## config.mk

```make
export PLATFORM = sky130hd
export DESIGN_NAME = pin_irq_unit
export DESIGN_NICKNAME = d
export VERILOG_FILES = /design/src/rtl/pin_irq_pkg.sv /design/src/rtl/pin_irq_regs.sv /design/src/rtl/pin_irq_detect.sv /design/src/rtl/pin_irq_flags.sv /design/src/rtl/pin_irq_unit.sv
export SDC_FILE = /design/constraint.sdc
export NUM_CORES = 1
export LEC_CHECK = 0
export CAP_MARGIN = 30
export CELL_PAD_IN_SITES_DETAIL_PLACEMENT = 1
export CELL_PAD_IN_SITES_GLOBAL_PLACEMENT = 1
export CORE_MARGIN = 3
export CORE_UTILIZATION = 30
export CTS_CLUSTER_DIAMETER = 50
export DETAILED_ROUTE_END_ITERATION = 10
export DONT_BUFFER_PORTS = 1
export PLACE_DENSITY_LB_ADDON = 0.1
export SLEW_MARGIN = 20
export SYNTH_ARGS = -nofsm -noshare
export SYNTH_HDL_FRONTEND = slang
export SYNTH_SLANG_ARGS = --single-unit
export TNS_END_PERCENT = 30
```

## constraint.sdc

```tcl
create_clock -name clk -period 4 [get_ports clk]
set_clock_uncertainty 0.1 [all_clocks]
set_input_delay 0.6 -clock clk [delete_from_list [all_inputs] [get_ports clk]]
set_output_delay 0.6 -clock clk [all_outputs]
set_load 0.03 [all_outputs]
```

## src/rtl/pin_irq_pkg.sv

```systemverilog
package pin_irq_pkg;
  localparam int SEL_W     = 4;
  localparam int IRQ_LINES = 2;

  typedef enum logic [SEL_W-1:0] {
    SEL_MODE   = 4'd0,
    SEL_POL    = 4'd1,
    SEL_EN_A   = 4'd2,
    SEL_EN_B   = 4'd3,
    SEL_SET_A  = 4'd4,
    SEL_CLR_A  = 4'd5,
    SEL_SET_B  = 4'd6,
    SEL_CLR_B  = 4'd7,
    SEL_STAT_A = 4'd8,
    SEL_STAT_B = 4'd9
  } reg_sel_e;

  // Per-line register selects, derived from line index k
  function automatic logic [SEL_W-1:0] sel_en(input int k);
    return SEL_W'(SEL_EN_A) + SEL_W'(k);
  endfunction

  function automatic logic [SEL_W-1:0] sel_set(input int k);
    return SEL_W'(SEL_SET_A) + SEL_W'(2 * k);
  endfunction

  function automatic logic [SEL_W-1:0] sel_clr(input int k);
    return SEL_W'(SEL_CLR_A) + SEL_W'(2 * k);
  endfunction

  function automatic logic [SEL_W-1:0] sel_stat(input int k);
    return SEL_W'(SEL_STAT_A) + SEL_W'(k);
  endfunction
endpackage

```

## src/rtl/pin_irq_regs.sv

```systemverilog
module pin_irq_regs
  import pin_irq_pkg::*;
#(
  parameter int NUM_PINS = 32
) (
  input  logic                clk,
  input  logic                rst,
  input  logic                bus_wr,
  input  logic [SEL_W-1:0]    bus_addr,
  input  logic [NUM_PINS-1:0] bus_wdata,
  output logic [NUM_PINS-1:0] mode_q,
  output logic [NUM_PINS-1:0] pol_q,
  output logic [NUM_PINS-1:0] en_q     [IRQ_LINES],
  output logic [NUM_PINS-1:0] clr_mask [IRQ_LINES]
);

  always_ff @(posedge clk) begin
    if (rst) begin
      mode_q <= '0;
      pol_q  <= '0;
    end else if (bus_wr) begin
      if (bus_addr == SEL_MODE) mode_q <= bus_wdata;
      if (bus_addr == SEL_POL)  pol_q  <= bus_wdata;
    end
  end

  for (genvar k = 0; k < IRQ_LINES; k++) begin : g_line
    always_ff @(posedge clk) begin
      if (rst) begin
        en_q[k] <= '0;
      end else if (bus_wr) begin
        if (bus_addr == sel_en(k))       en_q[k] <= bus_wdata;
        else if (bus_addr == sel_set(k)) en_q[k] <= en_q[k] | bus_wdata;
        else if (bus_addr == sel_clr(k)) en_q[k] <= en_q[k] & ~bus_wdata;
      end
    end

    always_comb begin
      clr_mask[k] = '0;
      if (bus_wr && (bus_addr == sel_stat(k))) clr_mask[k] = bus_wdata;
    end
  end

endmodule

```

## src/rtl/pin_irq_detect.sv

```systemverilog
module pin_irq_detect #(
  parameter int NUM_PINS = 32
) (
  input  logic                clk,
  input  logic                rst,
  input  logic [NUM_PINS-1:0] pins_in,
  input  logic [NUM_PINS-1:0] mode_q,
  input  logic [NUM_PINS-1:0] pol_q,
  output logic [NUM_PINS-1:0] edge_hit,
  output logic [NUM_PINS-1:0] level_act
);

  logic [NUM_PINS-1:0] prev_q;
  logic                primed_q;
  logic [NUM_PINS-1:0] rise, fall;

  always_ff @(posedge clk) begin
    if (rst) begin
      prev_q   <= '0;
      primed_q <= 1'b0;
    end else begin
      prev_q   <= pins_in;
      primed_q <= 1'b1;
    end
  end

  assign rise = pins_in & ~prev_q;
  assign fall = ~pins_in & prev_q;

  // No edge until a previous sample exists after reset
  assign edge_hit  = primed_q ? (mode_q & ((~pol_q & rise) | (pol_q & fall))) : '0;
  assign level_act = ~mode_q & (pins_in ^ pol_q);

endmodule

```

## src/rtl/pin_irq_flags.sv

```systemverilog
module pin_irq_flags #(
  parameter int NUM_PINS = 32
) (
  input  logic                clk,
  input  logic                rst,
  input  logic [NUM_PINS-1:0] mode_q,
  input  logic [NUM_PINS-1:0] edge_hit,
  input  logic [NUM_PINS-1:0] level_act,
  input  logic [NUM_PINS-1:0] clr_mask,
  input  logic [NUM_PINS-1:0] en_q,
  output logic [NUM_PINS-1:0] stat_q,
  output logic                irq_q
);

  logic [NUM_PINS-1:0] stat_next;

  // Edge pins: sticky, clear applied before set so a fresh edge wins
  // Level pins: follow the active condition
  always_comb begin
    stat_next = (mode_q & ((stat_q & ~clr_mask) | edge_hit)) | (~mode_q & level_act);
  end

  always_ff @(posedge clk) begin
    if (rst) begin
      stat_q <= '0;
      irq_q  <= 1'b0;
    end else begin
      stat_q <= stat_next;
      irq_q  <= |(stat_q & en_q);
    end
  end

endmodule

```

## src/rtl/pin_irq_unit.sv

```systemverilog
module pin_irq_unit
  import pin_irq_pkg::*;
#(
  parameter int NUM_PINS = 32
) (
  input  logic                clk,
  input  logic                rst,
  input  logic [NUM_PINS-1:0] pins_in,
  input  logic                bus_wr,
  input  logic [SEL_W-1:0]    bus_addr,
  input  logic [NUM_PINS-1:0] bus_wdata,
  output logic [NUM_PINS-1:0] bus_rdata,
  output logic                irq_a,
  output logic                irq_b
);

  logic [NUM_PINS-1:0] mode_q, pol_q;
  logic [NUM_PINS-1:0] en_q     [IRQ_LINES];
  logic [NUM_PINS-1:0] clr_mask [IRQ_LINES];
  logic [NUM_PINS-1:0] stat_q   [IRQ_LINES];
  logic [IRQ_LINES-1:0] irq_q;
  logic [NUM_PINS-1:0] edge_hit, level_act;
  logic [NUM_PINS-1:0] rd_next;

  pin_irq_regs #(.NUM_PINS(NUM_PINS)) u_regs (
    .clk      (clk),
    .rst      (rst),
    .bus_wr   (bus_wr),
    .bus_addr (bus_addr),
    .bus_wdata(bus_wdata),
    .mode_q   (mode_q),
    .pol_q    (pol_q),
    .en_q     (en_q),
    .clr_mask (clr_mask)
  );

  pin_irq_detect #(.NUM_PINS(NUM_PINS)) u_detect (
    .clk      (clk),
    .rst      (rst),
    .pins_in  (pins_in),
    .mode_q   (mode_q),
    .pol_q    (pol_q),
    .edge_hit (edge_hit),
    .level_act(level_act)
  );

  for (genvar k = 0; k < IRQ_LINES; k++) begin : g_flags
    pin_irq_flags #(.NUM_PINS(NUM_PINS)) u_flags (
      .clk      (clk),
      .rst      (rst),
      .mode_q   (mode_q),
      .edge_hit (edge_hit),
      .level_act(level_act),
      .clr_mask (clr_mask[k]),
      .en_q     (en_q[k]),
      .stat_q   (stat_q[k]),
      .irq_q    (irq_q[k])
    );
  end

  always_comb begin
    rd_next = '0;
    if (bus_addr == SEL_MODE) rd_next = mode_q;
    if (bus_addr == SEL_POL)  rd_next = pol_q;
    for (int k = 0; k < IRQ_LINES; k++) begin
      if (bus_addr == sel_en(k))   rd_next = en_q[k];
      if (bus_addr == sel_stat(k)) rd_next = stat_q[k] & en_q[k];
    end
  end

  always_ff @(posedge clk) begin
    if (rst) bus_rdata <= '0;
    else     bus_rdata <= rd_next;
  end

  assign irq_a = irq_q[0];
  assign irq_b = irq_q[1];

endmodule

```

==> summary.txt, run 1 <==
Timing
  – Final Critical Period: 1.87 ns
  – Max-slew violations: 0
  – Slew HR: 0.393
  – Setup TNS: 0 ns
  – Final setup viols: 0
  – Fmax: approximately 540 MHz
  – Fin Hold WS: about 0.022 ns
  – Hold Fails Final Rpt: 0
  – Worst-Margin Slew: 0.907 ns
  – Period Utilization, post-route: 0.466
  – RSZ-0062 raised after global routing: false

Global routing
  – Remaining global-route overflow: 0
  – Antenna violations before repair: 1
  – Total GRT Usage: 0.214
  – Vias in the first global route: 10500
  – Largest net degree at the start of global routing: 198
  – First-pass GRT wire length: about 70 mm

Floorplanning
  – DIE AREA: 41400 sq um
  – Ports: about 110
  – Die span in x: around 200 microns
  – Die Span Y: just over 200 microns
  – Core ar.: around 38000 sq um
  – Placement row count: 71
  – Starting density of the core: 0.307

Place
  – Post-DP HPWL: about 29 mm
  – GPL Wtd Cong: between 0.7 and 0.8
  – Placed cell area: around 12000 sq um
  – IO buf count: 0

Clocking
  – Clk root buf: clkbuf_16
  – Number of gates resized after cts: 0
  – Hold-fix buffers at CTS: 0
  – CTS H-Tree Depth: 2
  – Clk_lat worst skew: between 0.5 and 0.6 ns
  – Deepest clock path buffer count: 3
  – Setup repair bufs after CTS: 0
  – Clk slew on worst S/H paths: around 0.060 ns
  – CTS tree: built
  – Clk sink count: ~260
  – CTS Buf Count: 38

Critical path
  – Buf/Inv on CP: 0
  – CP Capture Type: flop
  – CP Max Fanout: 3
  – Arrival time of the worst setup path: ~2.2 ns
  – Slowest Stage Delay on Critical Path: 0.64 ns
  – Crit-path cells: a22oi_1, nand4_1, nor4_1, nor2_1
  – Crit-path slowest cell: nor4_1
  – Nature of the critical path startpoint: flop
  – Crit path max-delay family: simple AND/OR/NAND/NOR gates
  – Critical path class: flop to flop
  – Critical Path RT: between 4 and 5 ns

Cells and area
  – Storage element area: approximately 5200 sq um
  – Syn-to-layout area delta: 12.8%
  – Inserted Diodes: 0
  – Nets: between 1000 and 1500
  – Most frequent cells in the layout: dfxtp_1 (259), a21oi_1 (226), nand2_1 (161), nand3_1 (129), nor2_1 (69)
  – Multi-input gate area: approximately 6000 sq um
  – Layout cells sized above 1: 0.0919
  – Layout fillers: roughly 4500
  – Commonest non-fill, non-tap cell in the layout: dfxtp_1
  – Final instance area: 13200 sq um

Logic synthesis
  – Post-Synth Simple-Gate Area: 0.204
  – Compound-Gate Fraction of Synth Area: 0.243
  – Ys Warns: 0
  – Mapped Cells: approximately 1400
  – Multiplexer share of the synthesized area: 0.0564
  – Sequential area share after synthesis: 0.443
  – Synth top area share: 0.443
  – Ys async rst share: 0
  – Dominant cells by area after synthesis: dfxtp_1 (44%), a21oi_1 (9.7%), nand3_1 (5.5%)
  – Synthesized-area fraction occupied by adder cells: 0
  – Synthesized cell area: roughly 12000 sq um
  – Post-synth EDFFs: 0
  – Post-synth top area cell: dfxtp_1
  – Xor/xnor share of the synthesized area: 0.00225
  – Largest family of logic cells by synthesized area: compound AO/OA/AOI/OAI gates
  – Syn nets: roughly 1500
  – Netlist cell types: 42
  – Synth Flop Type: dfxtp_1
  – Syn avg cell area: approximately 8.3 sq um
  – Number of synthesized register bits: 259

Pwr
  – P per Cell Area: approximately 490 nW/um^2
  – Leakage: around 4.5 nW
  – Max VDD drop: 0.252 mV
  – Final Total Pwr: 6.52 mW

Status
  – Outcome: complete, no violations

Drt
  – Iteration-0 DRC Markers: around 540
  – Drt drc: 0
  – Via count: 10400
  – DRT Pass-1 Iters: 4
  – Post-DRT Antenna Nets: 0
  – Final wirelength: approximately 44 mm
  – Vias per inst: around 5.6
  – DR WL/cell: approximately 24 microns

Job
  – Max capacitance violation total: 0

Hold path
  – Hold WC Path Type: input port to flop
through the flow:
| step | cells | util | setup slack (ns) |
|---|---|---|---|
| 2_1_floorplan | 1407 | - | 1.81 |
| 5_1_grt | 1861 | 0.347 | 2.05 |
| 3_5_place_dp | 1792 | 0.314 | 1.71 |
| 3_3_place_gp | 1792 | 0.314 | 1.74 |
| 4_1_cts | 1861 | 0.347 | 2.13 |
| 6_report | 1861 | 0.347 | 2.13 |
layout make-up:
type / count / area share
Sequential cell: 259 / 0.393
Multi-Input combinational cell: 1007 / 0.452
Tap cell: 511 / 0.0485
Clock inverter: 17 / 0.0119
Timing Repair Buffer: 14 / 0.00986
Inverter: 1 / 0.000285
Clock buffer: 52 / 0.0839
cell families (layout without fill, tap and decap cells):
group                     Yosys count  after routing
AOI/OAI and AO/OA                 454            454
xor gates and xnor gates            3              3
buffers and inverters             141             84
DFF                               259            259
muxes                              62             62
and+or+nand+nor                   488            488
worst reg2reg max path: stages, from the launching register on:
cell and delay, ns:
dfxtp_1 0.38, a22oi_1 0.32, nand4_1 0.20, nor4_1 0.64
nor2_1 0.09
worst paths after layout:
| kind | startpoint | endpoint | slack [ns] | cells after the start |
|---|---|---|---|---|
| worst min-delay path | rst | u_regs.pol_q[23] | 0.02 | 1 |
| worst max register to register | g_flags[0].u_flags.stat_q[17] | g_flags[0].u_flags.irq_q | 2.13 | 4 |
| worst min register to register | u_regs.pol_q[12] | u_regs.pol_q[12] | 0.39 | 2 |
| worst max-delay path | g_flags[0].u_flags.stat_q[17] | g_flags[0].u_flags.irq_q | 2.13 | 4 |
routing by layer:
layer,GRT usage,vias up,wire [microns]
met3,0.0506,44,2720
met1,0.298,5196,21000
met4,0.0551,0,800
met2,0.333,222,19900
li1,-,4892,-
met5,0,-,0
Yosys cell counts (2+ instances only):
master,n
dfxtp_1,259
a21oi_1,226
nand2_1,163
nand3_1,129
clkbuf_1,85
nor2_1,69
nand2b_1,66
buf_2,46
o21ai_1,46
nor2b_1,36
a22oi_1,32
a32o_1,32
a21o_1,31
a221oi_1,31
mux2_2,31
mux2i_1,31
o221ai_1,31
o21ai_0,19
nand4_1,8
buf_1,5
buf_4,4
nor3_1,2
nor4_1,2
nor4bb_1,2
o211ai_1,2
o22ai_1,2
xnor2_1,2
report_power, final:
part / switching (mW) / internal (mW)
Combinational: 0.190 / 0.149
Clock: 1.28 / 2.08
Sequential: 0.141 / 2.68
Total: 1.61 / 4.91
(Power assumes the default switching activity.)
==> inputs of run 2 (changes only) <==
--- a/config.mk
+++ b/config.mk
@@ -5,6 +5,7 @@
 export SDC_FILE = /design/constraint.sdc
 export NUM_CORES = 1
 export LEC_CHECK = 0
+export ABC_AREA = 1
 export CAP_MARGIN = 30
 export CELL_PAD_IN_SITES_DETAIL_PLACEMENT = 1
 export CELL_PAD_IN_SITES_GLOBAL_PLACEMENT = 1
==> constraint.sdc (replaced) <==
create_clock -name clk -period 1.83 [get_ports clk]
set_clock_uncertainty 0.1 [all_clocks]
set_input_delay 0.2745 -clock clk [delete_from_list [all_inputs] [get_ports clk]]
set_output_delay 0.2745 -clock clk [all_outputs]
set_load 0.03 [all_outputs]
==> run 2 against run 1 <==
Critical path depth is 2 higher. Critical endpoint is now g_flags[0].u_flags.stat_q[20]. Die area is 9.1% higher. Core utilization is 5.0 points higher. Clock power is 140% higher. Via count is 33% higher. Highest routed layer is now met5. Global-route usage is 1.6 points higher. Hold slack worse by 0.0030 ns. Non-clock buffer count is 194 higher. Combinational power grew to 3.9 times the previous value. Clock-buffer cell count is 1 lower. Sequential share of layout area is 8.3 points lower.
==> summary.txt, run 2 <==
Logic synthesis
  – Ys Warns: 0
  – Netlist cell types: 21
  – Syn avg cell area: between 6 and 7 sq um
  – Dominant cells by area after synthesis: dfxtp_1 (41%), nand2_1 (15%), a21oi_1 (10%)
  – Most common cell in the netlist: nand2_1
  – Syn nets: about 2000
  – Synth Flop Type: dfxtp_1
  – Top post-synthesis cells by count: nand2_1 (497), dfxtp_1 (259), a21oi_1 (258), inv_1 (229), nand3_1 (194)
  – Sequential area share after synthesis: 0.406
  – Synth top area share: 0.406
  – Number of synthesized register bits: roughly 260
  – Post-synth EDFFs: 0
  – Synthesized cell area: 12800 sq um
  – Mapped Cells: just under 2000
  – Post-synth top area cell: dfxtp_1
  – Ys async rst share: 0

Timing
  – Worst-Margin Slew: about 0.42 ns
  – Setup TNS: 0 ns
  – Max-slew violations: 0
  – Hold Fails Final Rpt: 0
  – Final Critical Period: about 1.8 ns
  – Fmax: roughly 560 MHz
  – RSZ-0062 raised after global routing: true
  – Slew HR: 0.722
  – Period Utilization, post-route: 0.968
  – PnR worst setup slack: slightly below 0.06 ns
  – Final setup viols: 0

Drt
  – DRT Pass-1 Iters: 5
  – DR WL/cell: 19.2 microns
  – Via count: between 10000 and 15000
  – Drt drc: 0
  – Vias per inst: roughly 5.1
  – Final wirelength: around 52 mm
  – Post-DRT Antenna Nets: 0
  – Iteration-0 DRC Markers: 616

Critical path
  – Nature of the critical path startpoint: flop
  – Arrival time of the worst setup path: 2.11 ns
  – Crit-path cells: inv_4, clkbuf_16, a21oi_1, o22ai_1, a21oi_1, dlygate4sd3_1
  – Cell repeated most along the worst path: a21oi_1
  – Slowest Stage Delay on Critical Path: ~0.56 ns
  – Crit-path slowest cell: dlygate4sd3_1
  – Setup slack, reg-to-reg: a little under 0.06 ns
  – CP Max Fanout: 10
  – CP Capture Type: flop
  – Critical Path RT: roughly 2.2 ns
  – Critical path class: flop to flop

Cells and area
  – Inserted Diodes: 0
  – Commonest non-fill, non-tap cell in the layout: nand2_1
  – Nets: 2179
  – Syn-to-layout area delta: 30.6%
  – Most frequent cells in the layout: nand2_1 (496), dfxtp_1 (258), a21oi_1 (254), inv_1 (227), nand3_1 (192)
  – Layout cells sized above 1: 0.0730

Global routing
  – Largest net degree at the start of global routing: ~120
  – First-pass GRT wire length: roughly 82 mm
  – Remaining global-route overflow: 0
  – Total GRT Usage: 0.230
  – Antenna violations before repair: 1
  – Vias in the first global route: around 15000

Clocking
  – CTS Buf Count: roughly 40
  – Clk_lat worst skew: approximately 0.56 ns
  – Deepest clock path buffer count: 3
  – Setup repair bufs after CTS: 0
  – CTS tree: built
  – Clk root buf: clkbuf_16
  – Clk slew on worst S/H paths: around 0.050 ns
  – Clk sink count: 259
  – CTS H-Tree Depth: 2

Floorplanning
  – Core ar.: about 42000 sq um
  – Die span in x: between 200 and 250 microns
  – Ports: about 110
  – Placement row count: between 70 and 80
  – Starting density of the core: 0.304
  – DIE AREA: around 45000 sq um
  – Die Span Y: ~210 microns

Pwr
  – Max VDD drop: between 0.6 and 0.7 mV
  – Final Total Pwr: 15.5 mW
  – P per Cell Area: roughly 930 nW/um^2
  – Leakage: 7.41 nW

Place
  – IO buf count: 0
  – Post-DP HPWL: between 30 and 40 mm
  – GPL Wtd Cong: around 0.74
  – Setup WS pre-CTS: approximately 0.16 ns

Job
  – Max capacitance violation total: 0

Hold path
  – Hold WC Path Type: input port to flop

Status
  – Outcome: complete, no violations
## run 2: cell count changes after synthesis, sizes merged, moves of 32 or more
cell	previous run	this run
a21oi	227	259
nand2b	67	0
inv	1	232
a32o	32	0
a22oi	32	0
nand4	8	96
nand2	163	500
nor2	69	188
nand3	129	194
nor2b	36	0
## run 2: routing by layer
layer / part of all wire / wire length, microns / vias up / global-route usage
met1: 0.45 / 22900 / 6710 / 0.289
met2: 0.49 / 25400 / 216 / 0.407
met4: 0.020 / 1010 / 2 / 0.0603
li1: - / - / 6729 / -
met3: 0.042 / 2140 / 63 / 0.0418
met5: 0.00027 / 14 / - / 0
## run 2: logic make-up (layout without fill, tap and decap cells)
group	after synthesis	in the layout	synth area share
DFF	259	259	0.406
AOI/OAI and AO/OA	355	355	0.143
buffers and inverters	351	513	0.110
and+or+nand+nor	1011	1011	0.341
## run 2: final timing paths
kind         cells past startpoint                          start                            end
max reg2reg                      6              u_detect.primed_q  g_flags[0].u_flags.stat_q[20]
max                              6              u_detect.primed_q  g_flags[0].u_flags.stat_q[20]
min                              4                    pins_in[13]  g_flags[1].u_flags.stat_q[13]
min reg2reg                      2  g_flags[0].u_flags.stat_q[19]  g_flags[0].u_flags.stat_q[19]
## run 2: where the power goes
part / internal, mW / switching (mW) / total (mW)
clock network: 5.10 / 3.00 / 8.10
logic: 0.532 / 0.786 / 1.32
registers: 5.86 / 0.234 / 6.09
total: 11.5 / 4.02 / 15.5
## run 2: critical path, delay by kind of cell (launching register included)
family	cells	cell delay, ns
flip-flops	1	0.32
buffers and inverters	3	0.85
AO/OA/AOI/OAI	3	0.38
## run 2: cell type report
class                      instances  area [sq um]
clock buffer                      51          1170
clock inverter                    22           246
fill                            5275         25300
inverter                         232           873
multi-input combinational       1366          6320
sequential                       259          5190
tap                              539           674
timing repair buffer             208          2240
## run 2: what timing repair did
item                                   in CTS  in global routing
gates resized for setup                     0                 21
setup endpoints to repair                   0                 31
endpoints found under the hold margin     258                  0
hold buffers                              161                  0
## run 2: through the flow
stage | hold WS [ns] | utilization | std cells | instance area, sq um
floorplan | 0.311 | - | 1976 | 12800
global placement | 0.264 | 0.322 | 2442 | 13500
detailed placement | 0.273 | 0.322 | 2442 | 13500
CTS | 0.000906 | 0.394 | 2676 | 16600
global route | 0.0560 | 0.397 | 2677 | 16700
finish | 0.0192 | 0.397 | 2677 | 16700
